--- src/rtl/modctr_pkg.sv ---
// Package: shared constants and types for the modulus counter.
// Assumes a 2-bit register address space.
package modctr_pkg;
    localparam logic [1:0] ADDR_LATCH = 2'd0;
    localparam logic [1:0] ADDR_COUNT = 2'd1;
    localparam logic [1:0] ADDR_CTRL  = 2'd2;

    // Control-word bit positions
    localparam int CTRL_IE_BIT  = 2;
    localparam int CTRL_OVF_BIT = 3;

    typedef enum logic [1:0] {
        EDGE_NONE = 2'b00,
        EDGE_RISE = 2'b01,
        EDGE_FALL = 2'b10,
        EDGE_BOTH = 2'b11
    } edge_sel_e;
endpackage

--- src/rtl/modctr_edge.sv ---
// Edge detector for the external reload pin.
// It synchronizes the pin through SYNC_STAGES flops and keeps the last
// synchronized sample whatever the edge select is. A change of the select
// therefore never compares against a stale sample.
// Assumes pin_i is asynchronous to clk.
module modctr_edge #(
    parameter int SYNC_STAGES = 2
) (
    input  logic       clk,
    input  logic       rst_n,
    input  logic       pin_i,
    input  logic [1:0] sel_i,
    output logic       load_o
);
    import modctr_pkg::*;

    logic [SYNC_STAGES-1:0] sync_q;
    logic                   prev_q;
    logic                   cur;
    logic                   rise;
    logic                   fall;
    edge_sel_e              sel;

    // Synchronizer chain: stage 0 samples the pin, the others shift it along
    generate
        for (genvar i = 0; i < SYNC_STAGES; i++) begin : g_sync
            always_ff @(posedge clk) begin
                if (!rst_n)      sync_q[i] <= 1'b0;
                else if (i == 0) sync_q[i] <= pin_i;
                else             sync_q[i] <= sync_q[(i == 0) ? 0 : i-1];
            end
        end
    endgenerate

    assign cur = sync_q[SYNC_STAGES-1];

    // Previous-sample register, updated every cycle whatever the select is
    always_ff @(posedge clk) begin
        if (!rst_n) prev_q <= 1'b0;
        else        prev_q <= cur;
    end

    // Edge qualification by the selected mode
    always_comb begin
        sel  = edge_sel_e'(sel_i);
        rise = cur & ~prev_q;
        fall = ~cur & prev_q;
        unique case (sel)
            EDGE_NONE: load_o = 1'b0;
            EDGE_RISE: load_o = rise;
            EDGE_FALL: load_o = fall;
            EDGE_BOTH: load_o = rise | fall;
            default:   load_o = 1'b0;
        endcase
    end
endmodule

--- src/rtl/modctr_core.sv ---
// Counter core: modulus latch, loadable up-counter and sticky overflow flag.
// A software counter write has priority over a hardware reload and hides any
// overflow in the same cycle. Setting the flag has priority over clearing it.
module modctr_core #(
    parameter int W = 16
) (
    input  logic         clk,
    input  logic         rst_n,
    input  logic         count_en_i,
    input  logic         hw_load_i,
    input  logic         cnt_wr_i,
    input  logic         lat_wr_i,
    input  logic [W-1:0] wdata_i,
    input  logic         ovf_clr_i,
    output logic [W-1:0] cnt_o,
    output logic [W-1:0] lat_o,
    output logic         ovf_o
);
    localparam logic [W-1:0] CNT_MAX = {W{1'b1}};

    logic [W-1:0] cnt_q;
    logic [W-1:0] lat_q;
    logic         ovf_q;
    logic         wrap;

    // Overflow event: a counted tick at the top value, unless software writes
    assign wrap = count_en_i & (cnt_q == CNT_MAX) & ~cnt_wr_i;

    // Counter update with priority: software write, reload, increment
    always_ff @(posedge clk) begin
        if (!rst_n)                  cnt_q <= '0;
        else if (cnt_wr_i)           cnt_q <= wdata_i;
        else if (wrap || hw_load_i)  cnt_q <= lat_q;
        else if (count_en_i)         cnt_q <= cnt_q + 1'b1;
    end

    // Latch update from either software write path
    always_ff @(posedge clk) begin
        if (!rst_n)                    lat_q <= '0;
        else if (cnt_wr_i || lat_wr_i) lat_q <= wdata_i;
    end

    // Sticky overflow flag, cleared by software
    always_ff @(posedge clk) begin
        if (!rst_n)         ovf_q <= 1'b0;
        else if (wrap)      ovf_q <= 1'b1;
        else if (ovf_clr_i) ovf_q <= 1'b0;
    end

    assign cnt_o = cnt_q;
    assign lat_o = lat_q;
    assign ovf_o = ovf_q;
endmodule

--- src/rtl/modctr_top.sv ---
// Top level: decodes register accesses, holds the control word, gates
// prescaler ticks with the run bit and drives the interrupt request.
// Assumes run and tick are synchronous to clk.
module modctr_top #(
    parameter int W           = 16,
    parameter int SYNC_STAGES = 2
) (
    input  logic         clk,
    input  logic         rst_n,
    input  logic         wr_en,
    input  logic [1:0]   addr,
    input  logic [W-1:0] wdata,
    output logic [W-1:0] rdata,
    input  logic         run,
    input  logic         tick,
    input  logic         load_pin,
    output logic         irq
);
    import modctr_pkg::*;

    logic [1:0]   edge_sel_q;
    logic         ie_q;
    logic         cnt_wr, lat_wr, ctrl_wr;
    logic         pin_load;
    logic [W-1:0] cnt, lat;
    logic         ovf;
    logic         count_en;

    // Write decode
    assign cnt_wr   = wr_en && (addr == ADDR_COUNT);
    assign lat_wr   = wr_en && (addr == ADDR_LATCH);
    assign ctrl_wr  = wr_en && (addr == ADDR_CTRL);
    assign count_en = run & tick;

    // Control word: edge select and interrupt enable
    always_ff @(posedge clk) begin
        if (!rst_n) begin
            edge_sel_q <= 2'b00;
            ie_q       <= 1'b0;
        end else if (ctrl_wr) begin
            edge_sel_q <= wdata[1:0];
            ie_q       <= wdata[CTRL_IE_BIT];
        end
    end

    modctr_edge #(.SYNC_STAGES(SYNC_STAGES)) u_edge (
        .clk    (clk),
        .rst_n  (rst_n),
        .pin_i  (load_pin),
        .sel_i  (edge_sel_q),
        .load_o (pin_load)
    );

    modctr_core #(.W(W)) u_core (
        .clk        (clk),
        .rst_n      (rst_n),
        .count_en_i (count_en),
        .hw_load_i  (pin_load),
        .cnt_wr_i   (cnt_wr),
        .lat_wr_i   (lat_wr),
        .wdata_i    (wdata),
        .ovf_clr_i  (ctrl_wr && wdata[CTRL_OVF_BIT]),
        .cnt_o      (cnt),
        .lat_o      (lat),
        .ovf_o      (ovf)
    );

    // Read mux
    always_comb begin
        rdata = '0;
        unique case (addr)
            ADDR_LATCH: rdata = lat;
            ADDR_COUNT: rdata = cnt;
            ADDR_CTRL: begin
                rdata[1:0]          = edge_sel_q;
                rdata[CTRL_IE_BIT]  = ie_q;
                rdata[CTRL_OVF_BIT] = ovf;
            end
            default: rdata = '0;
        endcase
    end

    // Interrupt request
    assign irq = ovf & ie_q;
endmodule

--- config.mk ---
export PLATFORM = sky130hd
export DESIGN_NAME = modctr_top
export DESIGN_NICKNAME = d
export VERILOG_FILES = /design/src/rtl/modctr_pkg.sv /design/src/rtl/modctr_edge.sv /design/src/rtl/modctr_core.sv /design/src/rtl/modctr_top.sv
export SDC_FILE = /design/constraint.sdc
export NUM_CORES = 1
export LEC_CHECK = 0
export ABC_CLOCK_PERIOD_IN_PS = 1920
export BUFFER_PORTS_ARGS = -buffer_cell sky130_fd_sc_hd__buf_4
export CAP_MARGIN = 20
export CORE_MARGIN = 5
export CORE_UTILIZATION = 42
export DETAILED_ROUTE_END_ITERATION = 6
export GPL_TIMING_DRIVEN = 0
export PLACE_DENSITY = 0.7
export SLEW_MARGIN = 20
export SYNTH_ARGS = -nofsm -noshare
export SYNTH_HDL_FRONTEND = slang
export SYNTH_SLANG_ARGS = --single-unit
--- constraint.sdc ---
create_clock -name clk -period 1.92 [get_ports clk]
set_input_delay 0.192 -clock clk [delete_from_list [all_inputs] [get_ports clk]]
set_output_delay 0.192 -clock clk [all_outputs]
set_load 0.005 [all_outputs]
Yosys cells after proc, flatten, opt, wreduce, memory -nomap -nowiden
Cells that the tools add are included.
Word-level totals
  register bits: 39
  input port bits: 24
Operators by class
  add/sub/neg operators: 1
  eq/ne operators: 6
  mux-type cells: 8
  bitwise logic cells: 10
  reduce and logical (&&, ||, !) cells: 10
Operators with widths (count)
  $mux 16: 3
  $pmux 12 s2: 1
  $add 16x1->16 const B: 1
  $eq 16x16->1 const B: 1
  $pmux 4 s3: 1
  $and 1x1->1: 6
  $eq 2x2->1 const B: 3
  $eq 2x1->1 const B: 2
  $logic_and 1x1->1: 4
  $logic_not 2->1: 2
  $pmux 1 s4: 1
  $not 1->1: 3
  $reduce_bool 3->1: 1
  $logic_or 1x1->1: 2
  $mux 1: 2
  $reduce_bool 2->1: 1
  $or 1x1->1: 1

Logic depth before layout (Yosys ltp)
  depth after elaboration: 7
  depth in mapped cells: 8
  depth with buffers taken out: 7

Hierarchy
From an unflattened synthesis, not the netlist that was laid out.
Unflattened totals
  cell total of the unflattened synthesis: 295
  area, all modules: 2412.3 µm²
Modules (own cells, without submodules)
  modctr_core: instances 1, cells each 224, area each 1834.3 µm²
  modctr_top: instances 1, cells each 56, area each 440.4 µm²
  modctr_edge: instances 1, cells each 15, area each 137.6 µm²

Worst setup path after synthesis
OpenSTA, ideal clock, no wires.
  path kind: register to register
  from: reg u_edge.sync_q[1] (netlist: u_edge.cur)
  to: reg u_core.cnt_q[10] (netlist: u_core.cnt_o[10])
  library setup time: 119 ps
  arrival: 1729 ps
  setup slack: 72 ps
  stages on the path, launching flop included: 8
  clock period less this slack: 1848 ps
  cells stage by stage: dfxtp_1 inv_1 ha_1 and2_1 o311ai_4 and2_1 nand2_1 o221a_2
On the way
  cells in the longest elaborated chain, start to end: 7
  elaborated cells between the ends (all ways): 9
Ends and longest elaborated chain
  from (decl): line modctr_edge.sv:17  | logic [SYNC_STAGES-1:0] sync_q;
  from (signal, indexed assignment): line modctr_edge.sv:29  | else if (i == 0) sync_q[i] <= pin_i;
  from (signal, indexed assignment): line modctr_edge.sv:30  | else sync_q[i] <= sync_q[(i == 0) ? 0 : i-1];
  $not 1->1: line modctr_edge.sv:47  | fall = ~cur & prev_q;
  $and 1x1->1: line modctr_edge.sv:47
  $or 1x1->1: line modctr_edge.sv:52  | EDGE_BOTH: load_o = rise | fall;
  $pmux 1 s4 (*): line modctr_edge.sv:48  | unique case (sel)
  $logic_or 1x1->1 (*): line modctr_core.sv:33  | else if (wrap || hw_load_i) cnt_q <= lat_q;
  $mux 16: line modctr_core.sv:33
  $mux 16: line modctr_core.sv:32  | else if (cnt_wr_i) cnt_q <= wdata_i;
  to (signal assigned): line modctr_core.sv:32
  to (signal assigned): line modctr_core.sv:33
  to (signal assigned): line modctr_core.sv:34  | else if (count_en_i) cnt_q <= cnt_q + 1'b1;
  to (decl): line modctr_core.sv:21  | logic [W-1:0] cnt_q;
Mark *: on every way between the ends. The rest lies on a longest branch, timed or not.
A chain may end at the register's enable or synchronous reset.

Worst setup path in the final report
  from: reg u_edge.sync_q[1] (netlist: u_edge.cur)
  to: reg u_core.cnt_q[4] (netlist: u_core.cnt_o[4])
The elaborated chain is that of the path after synthesis.

==> run summary <==
Outcome
• finished clean — outcome

Synthesis
• 39 — number of register bits inferred by synthesis
• dfxtp_1 — leading area contributor after synthesis
• dfxtp_1, mux2i_1, nand2_1 — synth top area cells
• 20.5% — compound-gate portion of the synthesized area
• 2380 sq um — total standard cell area after synthesis
• 32.8% — sequential share of the synthesized area
• 8.10 sq um — synthesized area per cell
• 32.8% — share of the synthesized area in the top cell type
• 26.6% — area fraction in and, or, nand and nor cells after synthesis
• 1.58% — adder-cell share of the synthesized area
• 3.68% — xor/xnor cell area share of the yosys netlist
• 294 — cells after synthesis
• 0 — synth warn
• 9.66% — proportion of synthesized area in mux cells
• simple AND/OR/NAND/NOR gates — main combinational cell family by area after synthesis
• 321 — Synth Net Count
• 47 — post-synthesis cell type count

Floorplanning
• 5510 sq um — total core area
• 85.3 microns — floorplan die height
• 85.3 microns — horizontal extent of the die
• 41 — count of pins on the block boundary
• 43.3% — Starting Density
• 27 — Core Rows
• 7280 sq um — full die area

STA
• 0 — total count of max-transition violations in the final report
• 1830 ps — minimum clock period after layout
• 59.7% — Rel. slew slack
• 604 ps — pin slew with the least headroom to its limit
• 545 MHz — highest clock frequency the design can meet
• 0 — final-report hold violation count
• 85.9 ps — Final WS setup
• 0 ps — setup TNS
• 95.5% — Tcrit/Tclk final
• 0 — final count of negative-setup-slack endpoints
• 6.37 ps — Worst Skew
• no — setup repair after global routing missed its margin

Clocking
• clkbuf_8 — Root Buffer Master
• done — CTS tree
• 5 — TritonCTS Buffers
• 290 ps — clock insertion delay at the later pin of the skew report
• 2 — maximum clock path buffer count
• 2 — number of H-tree branching levels
• 70 ps — clock-pin slew of the registers on the worst-case setup and hold paths
• 39 — CTS Sinks

Routing
• 7.01 mm — final routed wirelength across all metal layers
• 0 — number of nets with antenna violations after detailed routing
• 196 — Detailed Route Iter0 Violations
• 2350 — overall via count from detail_route
• 5.54 — Avg Vias per Cell
• 16.5 microns — DR WL/cell
• 0 — DRC
• 4 — Pre-antenna DRT Iters

Global route
• 0 — Congestion Overflow GR
• 12 — maximum number of pins on one net before global-route repair
• 2297 — vias in the first global route
• 0 — number of antenna violations at the first check in global routing
• 11.3 mm — wire length of the first global-routing pass
• 19.5% — Total GRT Usage

Cells and area
• 27.8% — fraction of final layout cells sized beyond drive strength 1
• 26.3% — growth of design area from synthesis to finish
• 0 — Ant. Diodes
• 379 — Net count, final

Pwr
• 0.000357 V — Peak supply drop
• 0.00129 uW — static leakage
• 597 nW/um^2 — power density over the cells

Setup path
• u_edge.cur — startpoint of the most critical setup path
• u_edge.cur — Reg2Reg Launch Point
• register — element type at the critical path end
• register to register — class of the most critical setup path
• u_core.cnt_o[4] — Critical Path End
• 9 — path depth of the worst reg2reg path
• 2090 ps — Req. time, crit path
• 5 — worst-path maximum fanout
• register — Startpoint Class
• 2010 ps — arrival time at the worst endpoint
• u_core.cnt_o[4] — terminus of the critical flop-to-flop path
• 90 ps — FF-to-FF setup slack

Placement
• -169 ps — Setup WS pre-CTS
• 40 — number of port buffers
• 0.855 — routability cong.
• 4.87 mm — DPL Wire Length

Hold path
• input port to register — Min-Delay Path Class
• 2 — Hold Path Cell Cnt

Run
• 0 — number of max-cap violations

[routing by layer]
metal | vias up | routed length [microns] | track usage, %
li1 | 1159 | - | -
met5 | - | 0 | 0
met4 | 0 | 103 | 6.04
met3 | 11 | 470 | 3.98
met2 | 73 | 3340 | 32.0
met1 | 1107 | 3090 | 25.5
[through the flow]
step	total power (uW)	utilization, %	instances	hold WS (ps)	cell area [sq um]
6_report	1800	54.6	424	112	3010
5_1_grt	1880	54.6	424	119	3010
4_1_cts	1790	53.9	423	113	2970
3_5_place_dp	1220	50.4	406	414	2770
3_3_place_gp	1220	50.4	406	405	2770
2_1_floorplan	1090	-	294	319	2380
[worst max-delay path, stage by stage (launching register included)]
cell and delay (ps):
dfxtp_2 340, inv_2 50, ha_4 250, and2_4 160, o31ai_4 80, buf_6 140, a31oi_4 220, buf_6 180
mux2i_1 190, o32ai_1 100
[cells in the final DEF, fill, tap and decap left out, types with 2 or more instances in the layout]
master and instances:
buf_4 50, nand2_1 45, dfxtp_1 36, nor2_1 27, a21oi_1 24, mux2i_1 23, nand3_1 16, o21ai_0 15
xnor2_1 9, clkbuf_1 8, nor3_1 7, buf_2 6, and3_1 6, clkbuf_8 6, inv_1 5, a31oi_1 5
buf_6 4, and2_1 4, o221a_2 4, o211ai_1 3, a211oi_1 3, dfxtp_2 3, nor2b_1 2, and2_4 2
nand3b_1 2, and4_1 2, o31ai_2 2, o32ai_1 2, nand2_4 2
[sequential cells by signal, indices dropped and copies added (netlist names)]
register and flops:
edge_sel_q 2, ie_q 1, u_core.cnt_o 16, u_core.lat_o 16, u_core.ovf_o 1, u_edge.cur 1, u_edge.prev_q 1, u_edge.sync_q 1
[synthesized netlist by cell type, drive strengths merged]
master / number
nor3: 9
a31oi: 6
o31ai: 3
nand3: 17
ha: 3
xnor2: 9
a32oi: 1
dfxtp: 39
clkbuf: 9
and4: 3
nand2: 47
mux2i: 23
or2: 1
o211a: 1
o221a: 4
inv: 6
nand3b: 3
o32ai: 2
o21ai: 16
nand2b: 1
a31o: 1
o311ai: 2
nor3b: 1
xor2: 1
nand4: 2
a21oi: 25
buf: 10
and2: 6
a211oi: 3
nor2: 28
o211ai: 3
o22ai: 1
and3: 6
nor2b: 2
[power by group]
| part | switching, uW | total [uW] | internal, uW |
|---|---|---|---|
| logic | 171 | 325 | 154 |
| clock network | 288 | 570 | 282 |
| registers | 48.9 | 901 | 852 |
[layout make-up]
cell class | instances | area (sq um)
Clock buffer | 6 | 82.6
Clock inverter | 1 | 5.00
Multi-Input combinational cell | 230 | 1530
Fill cell | 520 | 2500
Buffer | 19 | 103
Sequential cell | 39 | 785
Inverter | 6 | 22.5
Tap cell | 72 | 90.1
Timing Repair Buffer | 51 | 390
[worst min path at each step]
stage / startpoint / end / slack (ps)
floorplan: load_pin / u_edge.sync_q[0] / 320
global placement: load_pin / u_edge.sync_q[0] / 400
detailed placement: load_pin / u_edge.sync_q[0] / 410
CTS: load_pin / u_edge.sync_q[0] / 110
global route: load_pin / u_edge.sync_q[0] / 120
finish: load_pin / u_edge.sync_q[0] / 110
[kinds of logic after synthesis]
group | Yosys count
flops | 39
mux | 23
fa+ha+maj | 3
xor+xnor | 10
compound gates | 68
buf+inv | 25
simple gates | 126
[repair_timing]
item                                    4_1_cts  5_1_grt
cloned                                        1        0
endpoints found under the setup margin       12       16
hold endpoints to repair                      0        0
hold buffers                                  0        0
resized for setup                            12        9
setup buffers                                 9        1
pin swaps                                     5        6
(Power assumes the default switching activity.)
